**src/rtl/cla_pkg.sv**
```systemverilog
package cla_pkg;

  localparam int GRP_W = 4;
  localparam int N_GRP = 4;
  localparam int ADD_W = GRP_W * N_GRP;

  // Flat lookahead over four generate/propagate pairs.
  // Returns {c4, c3, c2, c1, c0}; c0 is the incoming carry.
  function automatic logic [4:0] la_carries(input logic [3:0] g,
                                            input logic [3:0] p,
                                            input logic       c0);
    logic [4:0] c;
    c[0] = c0;
    c[1] = g[0] | (p[0] & c0);
    c[2] = g[1] | (p[1] & g[0]) | (p[1] & p[0] & c0);
    c[3] = g[2] | (p[2] & g[1]) | (p[2] & p[1] & g[0])
         | (p[2] & p[1] & p[0] & c0);
    c[4] = g[3] | (p[3] & g[2]) | (p[3] & p[2] & g[1])
         | (p[3] & p[2] & p[1] & g[0])
         | (p[3] & p[2] & p[1] & p[0] & c0);
    return c;
  endfunction

  // Summary of four positions: {generate, propagate}.
  function automatic logic [1:0] la_summary(input logic [3:0] g,
                                            input logic [3:0] p);
    logic gs;
    logic ps;
    ps = &p;
    gs = g[3] | (p[3] & g[2]) | (p[3] & p[2] & g[1])
       | (p[3] & p[2] & p[1] & g[0]);
    return {gs, ps};
  endfunction

endpackage

```
**src/rtl/cla_group4.sv**
```systemverilog
module cla_group4
  import cla_pkg::*;
(
  input  logic [GRP_W-1:0] a,
  input  logic [GRP_W-1:0] b,
  input  logic             c_in,
  output logic [GRP_W-1:0] s,
  output logic             grp_g,
  output logic             grp_p
);

  logic [GRP_W-1:0] bit_g;
  logic [GRP_W-1:0] bit_p;
  logic [GRP_W:0]   bit_c;
  logic [1:0]       summ;

  always_comb begin
    bit_g = a & b;
    bit_p = a | b;
    bit_c = la_carries(bit_g, bit_p, c_in);
    summ  = la_summary(bit_g, bit_p);
    s     = a ^ b ^ bit_c[GRP_W-1:0];
    grp_g = summ[1];
    grp_p = summ[0];
  end

endmodule

```
**src/rtl/cla_lookahead4.sv**
```systemverilog
module cla_lookahead4
  import cla_pkg::*;
(
  input  logic [N_GRP-1:0] g_in,
  input  logic [N_GRP-1:0] p_in,
  input  logic             c_in,
  output logic [N_GRP:0]   c_out,
  output logic             top_g,
  output logic             top_p
);

  logic [1:0] summ;

  always_comb begin
    c_out = la_carries(g_in, p_in, c_in);
    summ  = la_summary(g_in, p_in);
    top_g = summ[1];
    top_p = summ[0];
  end

endmodule

```
**src/rtl/cla_adder16.sv**
```systemverilog
module cla_adder16
  import cla_pkg::*;
(
  input  logic [15:0] op_a,
  input  logic [15:0] op_b,
  input  logic        carry_in,
  output logic [15:0] sum,
  output logic        carry_out,
  output logic        blk_gen,
  output logic        blk_prop
);

  // Named slice-level events, visible to the checker.
  logic [N_GRP-1:0] slice_g;
  logic [N_GRP-1:0] slice_p;
  logic [N_GRP:0]   slice_cin;

  for (genvar k = 0; k < N_GRP; k++) begin : g_slice
    cla_group4 u_grp (
      .a     (op_a[k*GRP_W +: GRP_W]),
      .b     (op_b[k*GRP_W +: GRP_W]),
      .c_in  (slice_cin[k]),
      .s     (sum[k*GRP_W +: GRP_W]),
      .grp_g (slice_g[k]),
      .grp_p (slice_p[k])
    );
  end

  cla_lookahead4 u_la (
    .g_in  (slice_g),
    .p_in  (slice_p),
    .c_in  (carry_in),
    .c_out (slice_cin),
    .top_g (blk_gen),
    .top_p (blk_prop)
  );

  assign carry_out = slice_cin[N_GRP];

endmodule

```
**config.mk**
```make
export PLATFORM = sky130hd
export DESIGN_NAME = cla_adder16
export DESIGN_NICKNAME = d
export VERILOG_FILES = /design/src/rtl/cla_pkg.sv /design/src/rtl/cla_group4.sv /design/src/rtl/cla_lookahead4.sv /design/src/rtl/cla_adder16.sv
export SDC_FILE = /design/constraint.sdc
export NUM_CORES = 1
export LEC_CHECK = 0
export BUFFER_PORTS_ARGS = -buffer_cell sky130_fd_sc_hd__buf_2
export CAP_MARGIN = 20
export CORE_MARGIN = 3
export CORE_UTILIZATION = 30
export DETAILED_ROUTE_END_ITERATION = 10
export REMOVE_ABC_BUFFERS = 1
export SYNTH_ARGS = -nofsm -noshare
export SYNTH_HDL_FRONTEND = slang
export SYNTH_SLANG_ARGS = --single-unit
```
**constraint.sdc**
```tcl
create_clock -name vclk -period 1.6
set_input_delay 0.08 -clock vclk [all_inputs]
set_output_delay 0.08 -clock vclk [all_outputs]
set_load 0.005 [all_outputs]
```
==> impl_metrics.py <==
metrics = {
    "run_status": {
        "outcome": "complete, but fails checks",
        "violations": "negative setup slack",
    },
    "layout": {
        "antenna_cells": 0,
        "n_sequential_cell": 0,
        "clock_buffers": 0,
        "syn_to_final_growth_pct": 118,
        "instances_no_fill": 337,
        "final_common_cell": "buf_4",
        "final_net_count": 358,
        "layout-drive-gt1-share": 0.739,
        "seq_area_sq_um": 0,
        "layout_common_cells": "61 x buf_4, 28 x buf_2, 23 x buf_6",
    },
    "timing": {
        "rsz0062_at_grt": "true",
        "drv_slew": 0,
        "setup_ws_ps": -204,
        "fin_crit_sh": 1.13,
        "tns_ps": -1340,
        "tightest_slew_ps": 286,
        "hold_viol_final": 0,
        "relSlewSlack": 0.809,
        "fin_crit_ps": 1800,
        "finalSetupViolations": 11,
        "clock.fmax_ghz": 0.554,
    },
    "route": {
        "drt_iter0_drc": 52,
        "route.detailed.drc": 0,
        "via_count": 1573,
        "ant_nets": 0,
        "wl_per_cell_um": 11.9,
        "postRouteWirelength_um": 4030,
        "drtPass1Iterations": 4,
        "viasPerCell": 4.67,
    },
    "setup_path": {
        "required_ps": 1520,
        "cp-end-kind": "output port",
        "crit_type": "primary input to output port",
        "crit_fanout": 2,
        "crit_path_start_kind": "primary input",
        "critPathArrivalTime_ps": 1720,
    },
    "yosys": {
        "ys_warn_count": 0,
        "yosysUniqueCellTypes": 42,
        "yosysSeqAreaShare": 0,
        "avgSynthCellArea_sq_um": 7.58,
        "yosysTopAreaCell": "ha_1",
        "synth_cells": 168,
        "synthTopCellsByArea": "ha_1 31%, inv_1 12%, fa_1 6.3%, nor2_1 5.0%, xnor2_1 4.1%",
        "synth.top_cell.area_share": 0.314,
        "netlist_area_sq_um": 1270,
    },
    "power": {
        "p_seq_frac": 0,
        "ir_drop_v": 0.000163,
        "p_leak_nw": 1.29,
        "internal_power_mw": 0.523,
        "power.switching_mw": 0.398,
        "p_comb_frac": 1.000,
        "power.share.switching": 0.432,
        "p_clk_frac": 0,
        "p_per_area_nw_per_um2": 331,
    },
    "floorplan": {
        "die-area_sq_um": 5060,
        "die-height_um": 71.2,
        "core_sq_um": 4060,
        "rows": 23,
        "die_x_um": 71.2,
        "start_util": 0.314,
        "pin_count": 52,
    },
    "global_route": {
        "grt_max_degree": 5,
        "grtUsageTotal": 0.144,
        "grt.overflow.total": 0,
        "grt_pass1_wl_um": 6290,
        "antenna_found_initial": 0,
        "grt_pass1_vias": 1575,
    },
    "clock_network": {
        "hold_buffers": 0,
    },
    "place": {
        "gp_congestion": 0.789,
        "dp_hpwl_um": 2840,
        "placedCellCount": 321,
        "port-buffer-count": 52,
    },
    "worst_hold_path": {
        "hold_path_depth": 3,
        "min_delay_worst_endpoint": "sum[4]",
        "hp-start": "op_b[4]",
        "hp-class": "primary input to output port",
    },
    "run": {
        "drv_cap": 0,
    },
}
## critical path, stage by stage
cell and delay [ps]:
buf_8 80, inv_4 30, ha_4 150, nor4_4 300
nand2_2 120, a31oi_4 230, nor3_4 70, fa_2 530
inv_2 30, buf_6 100
## area by class of cell
type	count	area [sq um]
fillers	286	1280
multi-input cells	126	1570
repair buffers	119	962
well taps	50	62.6
inverters	42	185
## synthesized netlist by cell type (2+ instances only)
master    instances
ha_1             32
a21oi_4           2
nand2b_1          2
xor2_1            3
nor4_1            2
fa_1              4
o21ai_4           2
nor4_2            2
nor2_1           17
nor2b_1           4
nor3_1            2
nand3_1           3
o21bai_1          3
xnor2_1           6
inv_1            41
nand2_1           8
nand2_2           3
a21oi_1           8
## power by group through the flow
stage | sequential, mW | combinational [mW] | clock, mW
2_1_floorplan | 0 | 0.337 | 0
3_3_place_gp | 0 | 0.639 | 0
3_5_place_dp | 0 | 0.646 | 0
4_1_cts | 0 | 0.770 | 0
5_1_grt | 0 | 1.01 | 0
6_report | 0 | 0.921 | 0
## kinds of logic after synthesis
kind of cell	count (synthesis)	synth area share
XOR/XNOR	9	0.0619
buffers and inverters	42	0.124
AO/OA/AOI/OAI	31	0.216
AND/OR/NAND/NOR	49	0.212
multiplexers	1	0.00884
adder cells (fa/ha/maj)	36	0.377
## routing by layer
| metal | global-route usage | share of wire |
|---|---|---|
| met1 | 0.157 | 0.38 |
| met2 | 0.303 | 0.56 |
| met3 | 0.0128 | 0.048 |
| met4 | 0.00835 | 0.0084 |
| met5 | 0 | 0 |
## what timing repair did
action | 4_1_cts | 5_1_grt
endpoints found under the setup margin | 13 | 14
pin swaps | 19 | 36
gates resized for setup | 79 | 86
buffers inserted | 7 | 9
## stage by stage
| step | area (sq um) | util | hold slack [ps] | total power [mW] | setup WS (ps) |
|---|---|---|---|---|---|
| floorplan | 1270 | - | 312 | 0.337 | -93.2 |
| global placement | 1980 | 0.488 | 534 | 0.639 | -291 |
| detailed placement | 1980 | 0.488 | 540 | 0.646 | -343 |
| CTS | 2360 | 0.583 | 529 | 0.770 | -209 |
| global route | 2780 | 0.685 | 565 | 1.01 | -290 |
| finish | 2780 | 0.685 | 548 | 0.921 | -204 |
## worst max path at each step
stage / from / slack [ps] / cells past startpoint / to
after floorplan: op_a[5] / -90 / 8 / sum[13]
after global placement: op_a[2] / -290 / 10 / sum[13]
after detailed placement: op_a[1] / -340 / 10 / sum[13]
after CTS: op_b[11] / -210 / 10 / sum[12]
after global routing: op_b[11] / -290 / 10 / sum[12]
final: op_b[2] / -200 / 10 / sum[12]
(Power assumes the default switching activity.)
